**config.mk**
```make
export PLATFORM = sky130hd
export DESIGN_NAME = uart_regif
export DESIGN_NICKNAME = d
export VERILOG_FILES = /design/src/rtl/uart_regif_pkg.sv /design/src/rtl/uart_rx_fifo.sv /design/src/rtl/uart_tx_hold.sv /design/src/rtl/uart_regif.sv
export SDC_FILE = /design/constraint.sdc
export NUM_CORES = 1
export LEC_CHECK = 0
export BUFFER_PORTS_ARGS = -buffer_cell sky130_fd_sc_hd__buf_2
export CORE_AREA = 5 5 90 92
export CTS_CLUSTER_SIZE = 25
export DETAILED_ROUTE_END_ITERATION = 10
export DIE_AREA = 0 0 95 97
export PLACE_DENSITY = 0.81
export RECOVER_POWER = 100
export SLEW_MARGIN = 15
export SYNTH_ARGS = -nofsm -noshare
export SYNTH_HDL_FRONTEND = slang
export SYNTH_SLANG_ARGS = --single-unit
export TNS_END_PERCENT = 10
```
**constraint.sdc**
```tcl
create_clock -name clk -period 2.65 [get_ports clk]
set_input_delay 0.3975 -clock clk [delete_from_list [all_inputs] [get_ports clk]]
set_output_delay 0.3975 -clock clk [all_outputs]
set_load 0.02 [all_outputs]
```
**src/rtl/uart_regif_pkg.sv**
```systemverilog
package uart_regif_pkg;
    // word index = byte address [4:2]
    localparam logic [2:0] IDX_DATA = 3'd4;
    localparam logic [2:0] IDX_STAT = 3'd5;
    localparam logic [2:0] IDX_BDL  = 3'd6;
    localparam logic [2:0] IDX_BDH  = 3'd7;

    // status bit positions (decoded by software)
    localparam int ST_FERR    = 0;
    localparam int ST_OERR    = 1;
    localparam int ST_RXIE    = 2;
    localparam int ST_RXFULL  = 3;
    localparam int ST_RXONE   = 4;
    localparam int ST_RXEMPTY = 5;
    localparam int ST_TXIE    = 6;
    localparam int ST_TXEMPTY = 7;

    typedef enum logic {
        TXH_EMPTY = 1'b0,
        TXH_HELD  = 1'b1
    } txh_state_e;
endpackage

```
**src/rtl/uart_rx_fifo.sv**
```systemverilog
module uart_rx_fifo #(
    parameter int DEPTH = 4,
    parameter int W     = 8
) (
    input  logic         clk,
    input  logic         rst_n,
    input  logic         push,
    input  logic [W-1:0] push_data,
    input  logic         pop,
    output logic [W-1:0] head,
    output logic         full,
    output logic         one_free,
    output logic         empty
);
    localparam int PTR_W = (DEPTH > 1) ? $clog2(DEPTH) : 1;
    localparam int CNT_W = $clog2(DEPTH + 1);

    logic [W-1:0]     mem [DEPTH];
    logic [PTR_W-1:0] wr_ptr, rd_ptr;
    logic [CNT_W-1:0] count;
    logic             do_push, do_pop;

    assign full     = (count == CNT_W'(DEPTH));
    assign one_free = (count == CNT_W'(DEPTH - 1));
    assign empty    = (count == '0);
    assign do_push  = push && !full;
    assign do_pop   = pop && !empty;
    assign head     = mem[rd_ptr];

    function automatic logic [PTR_W-1:0] nxt(input logic [PTR_W-1:0] p);
        return (p == PTR_W'(DEPTH - 1)) ? '0 : p + 1'b1;
    endfunction

    always_ff @(posedge clk) begin
        if (!rst_n) begin
            wr_ptr <= '0;
            rd_ptr <= '0;
            count  <= '0;
        end else begin
            if (do_push) wr_ptr <= nxt(wr_ptr);
            if (do_pop)  rd_ptr <= nxt(rd_ptr);
            case ({do_push, do_pop})
                2'b10:   count <= count + 1'b1;
                2'b01:   count <= count - 1'b1;
                default: count <= count;
            endcase
        end
    end

    always_ff @(posedge clk) begin
        if (do_push) mem[wr_ptr] <= push_data;
    end
endmodule

```
**src/rtl/uart_tx_hold.sv**
```systemverilog
module uart_tx_hold
    import uart_regif_pkg::*;
#(
    parameter int W = 8
) (
    input  logic         clk,
    input  logic         rst_n,
    input  logic         load,
    input  logic [W-1:0] load_data,
    input  logic         take,
    output logic         tx_valid,
    output logic [W-1:0] tx_data,
    output logic         hold_empty
);
    txh_state_e   state_q, state_d;
    logic [W-1:0] data_q;

    always_comb begin
        state_d = state_q;
        unique case (state_q)
            TXH_EMPTY: if (load) state_d = TXH_HELD;
            TXH_HELD:  if (take) state_d = TXH_EMPTY;
        endcase
    end

    always_ff @(posedge clk) begin
        if (!rst_n) begin
            state_q <= TXH_EMPTY;
            data_q  <= '0;
        end else begin
            state_q <= state_d;
            if (state_q == TXH_EMPTY && load) data_q <= load_data;
        end
    end

    always_comb begin
        tx_valid   = (state_q == TXH_HELD);
        hold_empty = (state_q == TXH_EMPTY);
        tx_data    = data_q;
    end
endmodule

```
**src/rtl/uart_regif.sv**
```systemverilog
module uart_regif
    import uart_regif_pkg::*;
#(
    parameter int          RX_DEPTH   = 4,
    parameter logic [31:0] ID_VALUE   = 32'h5A01_C3E7,
    parameter logic [15:0] BAUD_RESET = 16'h0035
) (
    input  logic        clk,
    input  logic        rst_n,
    input  logic        bus_sel,
    input  logic        bus_we,
    input  logic [4:0]  bus_addr,
    input  logic [7:0]  bus_wdata,
    output logic [7:0]  bus_rdata,
    input  logic        rx_valid,
    input  logic [7:0]  rx_byte,
    input  logic        rx_frame_err,
    output logic        tx_valid,
    output logic [7:0]  tx_data,
    input  logic        tx_take,
    output logic [15:0] baud_div,
    output logic        irq
);
    logic       word_ok, wr_en, rd_en;
    logic [2:0] idx;
    logic       stat_wr, data_wr, data_rd, bdl_wr, bdh_wr;
    logic [7:0] rx_head, last_q;
    logic       rx_full, rx_one, rx_empty, rx_pop;
    logic       hold_empty;
    logic       ferr_q, oerr_q, rxie_q, txie_q;
    logic [7:0] baud_lo_q, baud_hi_q;
    logic [7:0] status_byte;

    assign word_ok = (bus_addr[1:0] == 2'b00);
    assign idx     = bus_addr[4:2];
    assign wr_en   = bus_sel && bus_we && word_ok;
    assign rd_en   = bus_sel && !bus_we && word_ok;
    assign stat_wr = wr_en && (idx == IDX_STAT);
    assign data_wr = wr_en && (idx == IDX_DATA);
    assign bdl_wr  = wr_en && (idx == IDX_BDL);
    assign bdh_wr  = wr_en && (idx == IDX_BDH);
    assign data_rd = rd_en && (idx == IDX_DATA);
    assign rx_pop  = data_rd && !rx_empty;

    uart_rx_fifo #(.DEPTH(RX_DEPTH), .W(8)) u_rxq (
        .clk(clk), .rst_n(rst_n),
        .push(rx_valid), .push_data(rx_byte), .pop(rx_pop),
        .head(rx_head), .full(rx_full), .one_free(rx_one), .empty(rx_empty)
    );

    uart_tx_hold #(.W(8)) u_txh (
        .clk(clk), .rst_n(rst_n),
        .load(data_wr), .load_data(bus_wdata), .take(tx_take),
        .tx_valid(tx_valid), .tx_data(tx_data), .hold_empty(hold_empty)
    );

    always_ff @(posedge clk) begin
        if (!rst_n) begin
            ferr_q    <= 1'b0;
            oerr_q    <= 1'b0;
            rxie_q    <= 1'b0;
            txie_q    <= 1'b0;
            last_q    <= '0;
            baud_lo_q <= BAUD_RESET[7:0];
            baud_hi_q <= BAUD_RESET[15:8];
        end else begin
            ferr_q <= (rx_valid && rx_frame_err) ||
                      (ferr_q && (!stat_wr || bus_wdata[ST_FERR]));
            oerr_q <= (rx_valid && rx_full) ||
                      (oerr_q && (!stat_wr || bus_wdata[ST_OERR]));
            if (stat_wr) begin
                rxie_q <= bus_wdata[ST_RXIE];
                txie_q <= bus_wdata[ST_TXIE];
            end
            if (rx_pop) last_q    <= rx_head;
            if (bdl_wr) baud_lo_q <= bus_wdata;
            if (bdh_wr) baud_hi_q <= bus_wdata;
        end
    end

    always_comb begin
        status_byte             = '0;
        status_byte[ST_FERR]    = ferr_q;
        status_byte[ST_OERR]    = oerr_q;
        status_byte[ST_RXIE]    = rxie_q;
        status_byte[ST_RXFULL]  = rx_full;
        status_byte[ST_RXONE]   = rx_one;
        status_byte[ST_RXEMPTY] = rx_empty;
        status_byte[ST_TXIE]    = txie_q;
        status_byte[ST_TXEMPTY] = hold_empty;
    end

    always_comb begin
        bus_rdata = '0;
        if (word_ok) begin
            unique case (idx)
                3'd0, 3'd1, 3'd2, 3'd3: bus_rdata = ID_VALUE[8*idx[1:0] +: 8];
                IDX_DATA: bus_rdata = rx_empty ? last_q : rx_head;
                IDX_STAT: bus_rdata = status_byte;
                IDX_BDL:  bus_rdata = baud_lo_q;
                IDX_BDH:  bus_rdata = baud_hi_q;
            endcase
        end
    end

    assign baud_div = {baud_hi_q, baud_lo_q};
    assign irq = (txie_q && hold_empty) ||
                 (rxie_q && (!rx_empty || ferr_q || oerr_q));
endmodule

```
==> reports/metrics.yaml, run 1 <==
drt:
  drt_wl_total_mm: 7.44
  route.detailed.drc: 0
  wl_per_cell_um: 16.2
  drtAntennaViolNets: 0
  drt_iter0_markers: 170
  first_pass_iters: 4
  viasPerCell: 5.35
  vias: 2451
logic_synthesis:
  synthCells: 289
  synth_area_leader_cell: "edfxtp_1"
  syn-num-nets: 324
  netlist-cell-type-count: 46
  synth.avg_cell_area_um2: 12.1
  synthFlopType: "dfxtp_1"
  synth-seq-cells: 78
  synth_edf_count: 32
  async_flop_share_pct: 0
  synth_top_area_share_pct: 27.6
  synth_warnings: 0
  synth_seq_area_share_pct: 54.0
  synth.area.top_cells: "edfxtp_1 28%, dfxtp_1 26%, mux2i_1 10%, nor2b_1 6.3%, mux4_2 5.2%"
  synth_area_um2: 3480
timing:
  finalSetupTns_ns: 0
  finClkSkew_ns: 0.0124
  fin_crit_sh_pct: 93.2
  fmax_mhz: 405
  rsz0062_at_grt: "false"
  final.min_clock_period_ns: 2.47
  setup_viol: 0
  maxSlewHeadroom_pct: 52.3
  final_max_slew_viol_count: 0
  hold_violations: 0
  worstMarginPinSlew_ns: 0.715
power:
  seq_power_share_pct: 55.0
  clkPwrFrac_pct: 37.1
  p_int_mw: 1.79
  p_per_area_nw_per_um2: 585
  switchingPower_mw: 0.562
  p_leak_nw: 1.57
  switching_share_pct: 23.9
  combPwrFrac_pct: 7.9
  peakVddDrop_v: 0.000400
clocking:
  clk_path_buf_depth: 2
  cts_tree: "yes"
  cts_buffers: 9
  htree_levels: 3
  cts-root-buf: "clkbuf_8"
  clock_sinks: 78
  clk_latency_ns: 0.34
  ctsHoldBuffers: 0
  clk_pin_slew_ns: 0.08
global_routing:
  grt_pass1_vias: 2474
  grt_usage_pct: 16.8
  grt_first_pass_wirelength_mm: 12.1
  grt_overflow_total: 0
  antenna_found_initial: 0
  grt_max_degree: 45
place:
  portBuffers: 61
  dpl_cell_area_um2: 3890
  dp_hpwl_mm: 5.44
  gp_congestion: 0.900
critical_path:
  required_ns: 2.89
  cp-end-kind: "register"
  critPathLaunchType: "register"
  critical_path_class: "register to register"
  arrival_ns: 2.72
  r2r-end: "u_rxq.count[2]$_SDFFE_PN0P_"
  reg2reg_depth: 8
  r2r_start: "u_rxq.count[0]$_SDFFE_PN0P_"
  reg2reg_slack_ns: 0.18
  critical_path.max_fanout: 6
  crit_start: "u_rxq.count[0]$_SDFFE_PN0P_"
min_path:
  whs_path_depth: 3
  holdPathEnd: "baud_lo_q[5]$_SDFFE_PN1P_"
  hp-start: "bus_wdata[5]"
  min_path_type: "input pin to register"
layout:
  antennaDiodeCount: 0
  stdcell_area_um2: 4010
  drive_gt1_share_pct: 15.6
  fin_util_pct: 56.2
  area_growth_pct: 15.2
  final_nets: 389
floorplanning:
  die_w_um: 95
  rows: 31
  initial_core_util_pct: 48.8
  chipHeight_um: 97
  core_um2: 7140
  ios: 62
  dieArea_um2: 9220
run_status:
  status: "finished clean"
job:
  drv_cap: 0
flip-flops by register name, summed over array words and instances (netlist names), 2 cells and up, named ones only:
register       flops
u_rxq.wr_ptr       2
u_txh.tx_data      8
baud_lo_q          8
u_rxq.rd_ptr       2
last_q             8
baud_hi_q          8
u_rxq.count        3
u_rxq.mem         32
how the worst max path moves through the flow:
stage	endpoint	slack (ns)	cells after the start
after floorplan	u_rxq.count[2]$_SDFFE_PN0P_	0.04	11
after global placement	u_rxq.count[2]$_SDFFE_PN0P_	0.20	10
after detailed placement	u_rxq.count[2]$_SDFFE_PN0P_	0.08	10
after CTS	u_rxq.count[2]$_SDFFE_PN0P_	0.16	8
after global routing	u_rxq.count[2]$_SDFFE_PN0P_	0.01	8
final	u_rxq.count[2]$_SDFFE_PN0P_	0.18	8
power by group through the flow:
stage / Combinational [mW] / Clock, mW / Sequential (mW)
5_1_grt: 0.206 / 0.945 / 1.30
2_1_floorplan: 0.118 / 0 / 1.32
4_1_cts: 0.192 / 0.890 / 1.29
3_5_place_dp: 0.191 / 0 / 1.32
6_report: 0.186 / 0.871 / 1.29
3_3_place_gp: 0.186 / 0 / 1.32
logic make-up (layout without fill, tap and decap cells):
logic type	count (synthesis)	in the layout	share of synthesized area, %
AOI/OAI and AO/OA	37	37	7.07
xor gates and xnor gates	2	2	0.503
adders and majority gates	7	7	2.73
buffers and inverters	24	94	3.12
DFF	78	78	54.0
muxes	48	48	16.8
and+or+nand+nor	93	93	15.8
per-layer routing:
metal  up-vias  GRT usage, %  wire length (µm)
met2        93          27.0              3590
met1      1166          21.8              3250
met4         0          6.33               121
met5         -             0                 0
li1       1177             -                 -
met3        15          3.72               474
per-stage QoR:
stage / hold WS, ns / setup WS (ns) / power [mW] / cells
finish: 0.299 / 0.179 / 2.35 / 458
global route: 0.308 / 0.0137 / 2.45 / 458
CTS: 0.255 / 0.159 / 2.38 / 458
detailed placement: 0.491 / 0.0781 / 1.51 / 442
global placement: 0.480 / 0.198 / 1.50 / 442
floorplan: 0.460 / 0.0438 / 1.44 / 289
repair_timing:
item                                    CTS  global route
endpoints found under the setup margin    0             1
setup buffers                             0             0
resized for setup                         0             1
worst max-delay path: stages (launching register included):
cell and delay (ns):
dfxtp_1 0.36, or3b_2 0.55, nand2_1 0.17, ha_1 0.20, inv_1 0.06, fa_1 0.38
xor2_1 0.16, or3_1 0.30, a21boi_0 0.20
layout by cell type, fill, tap and decap left out, types with 9 or more instances in the layout:
cell      Yosys  routed
dfxtp_1      46      45
clkbuf_1      6      41
mux2i_1      36      36
nor2b_1      35      35
edfxtp_1     32      32
nand2_1      26      26
buf_2         3      18
inv_1        11      11
o21ai_0      10      10
clkbuf_8      0       9
cell type report:
type / instances / area, µm²
clock buffer: 9 / 124
timing repair buffer: 67 / 292
tap: 99 / 124
inverter: 11 / 41.3
sequential: 78 / 1880
multi-input combinational: 187 / 1480
fill: 647 / 3120
clock inverter: 7 / 72.6
cell usage after synthesis, types with 2 or more instances:
master,count
or3_1,4
nand2_1,26
nand2b_1,2
nor2_1,4
a21boi_0,4
a31oi_1,8
nor2b_1,35
and2_1,3
clkbuf_1,6
inv_1,11
ha_1,6
mux2_2,4
a221oi_1,5
buf_4,2
nand4_1,3
buf_2,3
and3_1,4
edfxtp_1,32
mux2i_1,36
dfxtp_1,46
o21ai_0,10
a21oi_1,2
nand3_1,3
mux4_2,8
Power figures use the tool's default switching activity.
==> inputs of run 2 (changes only) <==
Settings changed: CORE_AREA 5 5 90 92 to 5 5 81 102, DIE_AREA 0 0 95 97 to 0 0 86 107, SLEW_MARGIN 15 to 25.
==> reports/metrics.yaml, run 2 (synthesized netlist as in run 1, its figures left out) <==
timing:
  maxSlewHeadroom_pct: 52.4
  rsz0062_at_grt: "false"
  fmax_mhz: 401
  final.min_clock_period_ns: 2.49
  fin_crit_sh_pct: 94.1
  final_max_slew_viol_count: 0
  finClkSkew_ns: 0.00995
  worstMarginPinSlew_ns: 0.715
  setup_viol: 0
  finalSetupTns_ns: 0
  hold_violations: 0
layout:
  area_growth_pct: 14.7
  antennaDiodeCount: 0
  fill_cells: 623
  layout_commonest_cell: "dfxtp_1"
  largest_register: "u_rxq.mem"
  final_nets: 391
  largest_register_ffs: 32
  most-common-layout-cells: "46 x dfxtp_1, 43 x clkbuf_1, 36 x mux2i_1"
  drive_gt1_share_pct: 16.1
floorplanning:
  initial_core_util_pct: 48.2
  core_um2: 7230
  chipHeight_um: 107
  dieArea_um2: 9200
  die_w_um: 86
  rows: 35
  ios: 62
global_routing:
  grt_first_pass_wirelength_mm: 12.1
  grt_usage_pct: 17.1
  grt_max_degree: 45
  antenna_found_initial: 0
  grt_pass1_vias: 2398
  grt_overflow_total: 0
critical_path:
  slowest_stage: "or3_1"
  cp-end-kind: "primary output"
  critical_path_class: "register to primary output"
  required_ns: 2.25
  critical_path.max_fanout: 6
  arrival_ns: 2.10
  cp_cell_sequence: "or3_1 -> nor2_1 -> nand2_1 -> a31oi_1 -> buf_2"
  max_stage_delay_ns: 0.45
  critPathLaunchType: "register"
clocking:
  cts_tree: "yes"
  ctsHoldBuffers: 0
  cts_buffers: 9
  cts-root-buf: "clkbuf_8"
  clk_latency_ns: 0.35
  cts_resized: 0
  clock_sinks: 78
  post_cts_buffers: 0
  clk_pin_slew_ns: 0.09
  clk_path_buf_depth: 2
  htree_levels: 3
place:
  gp_congestion: 0.901
  dp_hpwl_mm: 5.41
  portBuffers: 61
drt:
  drtAntennaViolNets: 0
  vias: 2404
  first_pass_iters: 4
  viasPerCell: 5.31
  drt_iter0_markers: 110
  wl_per_cell_um: 16.4
  route.detailed.drc: 0
  drt_wl_total_mm: 7.42
power:
  p_total_mw: 2.29
  p_per_area_nw_per_um2: 572
  peakVddDrop_v: 0.000300
  p_leak_nw: 1.56
run_status:
  status: "finished clean"
job:
  drv_cap: 0
min_path:
  min_path_type: "input pin to register"
run 2: cell types whose count changed in the layout (fill, tap and decap cells not counted), moves of 2 or more:
cell | previous run | this run
buf_2 | 18 | 20
clkbuf_1 | 41 | 43
clkbuf_2 | 5 | 3
clkinv_1 | 2 | 0
clkinv_4 | 3 | 1
clkinvlp_4 | 0 | 2
run 2: path summary, 6_finish.rpt:
kind	slack [ns]	depth (start not counted)	to	from
max reg2reg	0.24	8	u_rxq.count[2]$_SDFFE_PN0P_	u_rxq.count[2]$_SDFFE_PN0P_
max	0.16	5	bus_rdata[4]	u_rxq.count[0]$_SDFFE_PN0P_
min reg2reg	0.51	2	baud_lo_q[2]$_SDFFE_PN1P_	baud_lo_q[2]$_SDFFE_PN1P_
min	0.28	3	baud_lo_q[4]$_SDFFE_PN1P_	bus_wdata[4]
run 2: cell type report:
type	instances	area, µm²	share of cell area (%)
Clock buffer	9	124	3.10
Clock inverter	7	57.6	1.44
Inverter	11	41.3	1.03
Multi-Input combinational cell	187	1480	37.0
Sequential cell	78	1880	47.1
Tap cell	92	115	2.88
Timing Repair Buffer	69	299	7.48
run 2: critical path: cells and delay by family (launching register included):
family          cells  cell delay [ns]
buf+inv             1             0.22
flops               1             0.37
compound gates      1             0.27
simple gates        3             0.89
run 2: metrics by stage:
stage / cells / hold WS [ns] / setup slack, ns / cell area [µm²] / util [%]
floorplan: 289 / 0.460 / 0.0438 / 3480 / -
global placement: 437 / 0.477 / 0.182 / 3900 / 53.9
detailed placement: 437 / 0.486 / 0.135 / 3900 / 53.9
CTS: 453 / 0.234 / 0.103 / 4080 / 56.5
global route: 453 / 0.280 / 0.0191 / 4000 / 55.3
finish: 453 / 0.284 / 0.157 / 4000 / 55.3
run 2: routing by layer:
| layer | vias up | track usage, % | share of wire, % |
|---|---|---|---|
| li1 | 1182 | - | - |
| met1 | 1143 | 20.3 | 41 |
| met4 | 0 | 6.45 | 2.2 |
| met5 | - | 0 | 0 |
| met3 | 14 | 5.61 | 6.1 |
| met2 | 65 | 28.3 | 50 |
run 2: power by group:
group	leakage, nW	switching, mW	total, mW	internal (mW)
sequential	0.666	0.0143	1.29	1.28
combinational	0.808	0.110	0.182	0.0722
clock	0.0881	0.459	0.812	0.352
==> inputs of run 3 (changes only) <==
--- a/config.mk
+++ b/config.mk
@@ -7,9 +7,10 @@
 export LEC_CHECK = 0
 export BUFFER_PORTS_ARGS = -buffer_cell sky130_fd_sc_hd__buf_2
-export CORE_AREA = 5 5 81 102
+export CORE_AREA = 5 5 80 100
+export CTS_BUF_LIST = sky130_fd_sc_hd__clkbuf_2 sky130_fd_sc_hd__clkbuf_4 sky130_fd_sc_hd__clkbuf_8
 export CTS_CLUSTER_SIZE = 25
 export DETAILED_ROUTE_END_ITERATION = 10
-export DIE_AREA = 0 0 86 107
-export PLACE_DENSITY = 0.81
+export DIE_AREA = 0 0 85 105
+export PLACE_DENSITY = 0.83
 export RECOVER_POWER = 100
 export SLEW_MARGIN = 25
==> constraint.sdc (replaced) <==
create_clock -name clk -period 2.65 [get_ports clk]
set_input_delay 0.53 -clock clk [delete_from_list [all_inputs] [get_ports clk]]
set_output_delay 0.53 -clock clk [all_outputs]
set_load 0.02 [all_outputs]
==> reports/metrics.yaml, run 3 (synthesized netlist as in run 1, its figures left out) <==
run_status:
  status: "finished clean"
power:
  p_int_mw: 1.90
  p_total_mw: 2.49
  seq_power_share_pct: 51.9
  peakVddDrop_v: 0.000385
  combPwrFrac_pct: 7.6
  p_per_area_nw_per_um2: 612
  switchingPower_mw: 0.594
  clkPwrFrac_pct: 40.6
  switching_share_pct: 23.8
  p_leak_nw: 1.61
critical_path:
  critical_path.max_fanout: 6
  cp-end-kind: "primary output"
  critPathLaunchType: "register"
  r2r-end: "u_rxq.count[2]$_SDFFE_PN0P_"
  crit_start: "u_rxq.count[0]$_SDFFE_PN0P_"
  r2r_start: "u_rxq.count[2]$_SDFFE_PN0P_"
  critical_path_class: "register to primary output"
  reg2reg_depth: 8
  reg2reg_slack_ns: 0.22
  arrival_ns: 2.01
  required_ns: 2.12
timing:
  finalSetupTns_ns: 0
  fmax_mhz: 394
  hold_violations: 0
  final.min_clock_period_ns: 2.54
  worstMarginPinSlew_ns: 0.688
  finClkSkew_ns: 0.00913
  rsz0062_at_grt: "false"
  setup_viol: 0
  fin_crit_sh_pct: 95.7
  maxSlewHeadroom_pct: 54.2
  final_max_slew_viol_count: 0
drt:
  drt_iter0_markers: 161
  viasPerCell: 5.34
  drtAntennaViolNets: 0
  drt_wl_total_mm: 7.49
  wl_per_cell_um: 16.5
  route.detailed.drc: 0
  first_pass_iters: 4
  vias: 2428
clocking:
  post_cts_buffers: 0
  cts-root-buf: "clkbuf_8"
  clk_latency_ns: 0.35
  cts_tree: "yes"
  cts_buffers: 9
  cts_resized: 0
  htree_levels: 3
  clock_sinks: 78
  clk_path_buf_depth: 2
  clk_pin_slew_ns: 0.09
  ctsHoldBuffers: 0
global_routing:
  grt_max_degree: 45
  grt_pass1_vias: 2433
  grt_usage_pct: 17.2
  antenna_found_initial: 0
  grt_first_pass_wirelength_mm: 12.1
  grt_overflow_total: 0
floorplanning:
  die_w_um: 85
  chipHeight_um: 105
  rows: 34
  core_um2: 6890
  initial_core_util_pct: 50.6
  ios: 62
  dieArea_um2: 8930
layout:
  layout_commonest_cell: "dfxtp_1"
  largest_register_ffs: 32
  most-common-layout-cells: "45 x dfxtp_1, 42 x clkbuf_1, 36 x mux2i_1"
  largest_register: "u_rxq.mem"
  final_nets: 395
  fill_cells: 613
  drive_gt1_share_pct: 17.5
  antennaDiodeCount: 0
  area_growth_pct: 17.0
min_path:
  hp-start: "bus_wdata[4]"
  holdPathEnd: "baud_lo_q[4]$_SDFFE_PN1P_"
  whs_path_depth: 3
  min_path_type: "input pin to register"
place:
  dp_hpwl_mm: 5.44
  portBuffers: 61
  gp_congestion: 0.931
job:
  drv_cap: 0
-- run 3: critical path, stage by stage, from the launching register on --
cell      delay, ns
dfxtp_1        0.37
or3_1          0.45
nor2_1         0.19
buf_4          0.15
nand2_1        0.05
a31oi_1        0.23
clkbuf_2       0.22
-- run 3: area by class of cell --
class / count / area [µm²] / share of cell area, %
timing repair buffer: 73 / 333 / 8.16
inverter: 11 / 41.3 / 1.01
multi-input combinational: 187 / 1480 / 36.3
clock buffer: 9 / 124 / 3.04
tap: 90 / 113 / 2.76
clock inverter: 7 / 103 / 2.52
sequential: 78 / 1880 / 46.2
-- run 3: power by group through the flow --
stage	sequential, mW	clock, mW	combinational [mW]
6_report	1.29	1.01	0.189
5_1_grt	1.30	1.08	0.209
4_1_cts	1.29	1.03	0.196
3_5_place_dp	1.32	0	0.195
3_3_place_gp	1.32	0	0.188
2_1_floorplan	1.32	0	0.119
-- run 3: how the worst max path moves through the flow --
stage	endpoint	slack [ns]
2_1_floorplan	u_rxq.count[2]$_SDFFE_PN0P_	0.02
3_3_place_gp	u_rxq.count[2]$_SDFFE_PN0P_	0.11
3_5_place_dp	u_rxq.count[2]$_SDFFE_PN0P_	0.03
4_1_cts	bus_rdata[6]	0.03
5_1_grt	u_rxq.count[2]$_SDFFE_PN0P_	0.03
6_report	bus_rdata[2]	0.11
-- run 3: metrics by stage --
stage | cells | cell area (µm²) | setup slack [ns] | utilization [%] | hold WS (ns)
after floorplan | 289 | 3490 | 0.0189 | - | 0.460
after global placement | 439 | 3930 | 0.110 | 57.0 | 0.473
after detailed placement | 439 | 3930 | 0.0322 | 57.0 | 0.488
after CTS | 455 | 4160 | 0.0305 | 60.3 | 0.378
after global routing | 455 | 4080 | 0.0288 | 59.2 | 0.402
final | 455 | 4080 | 0.113 | 59.2 | 0.416
-- run 3: layer usage --
| layer | vias to the layer above | track usage, % | share of wire, % |
|---|---|---|---|
| li1 | 1188 | - | - |
| met4 | 0 | 6.45 | 2.0 |
| met5 | - | 0 | 0 |
| met2 | 74 | 29.6 | 51 |
| met1 | 1154 | 20.4 | 41 |
| met3 | 12 | 4.65 | 5.7 |
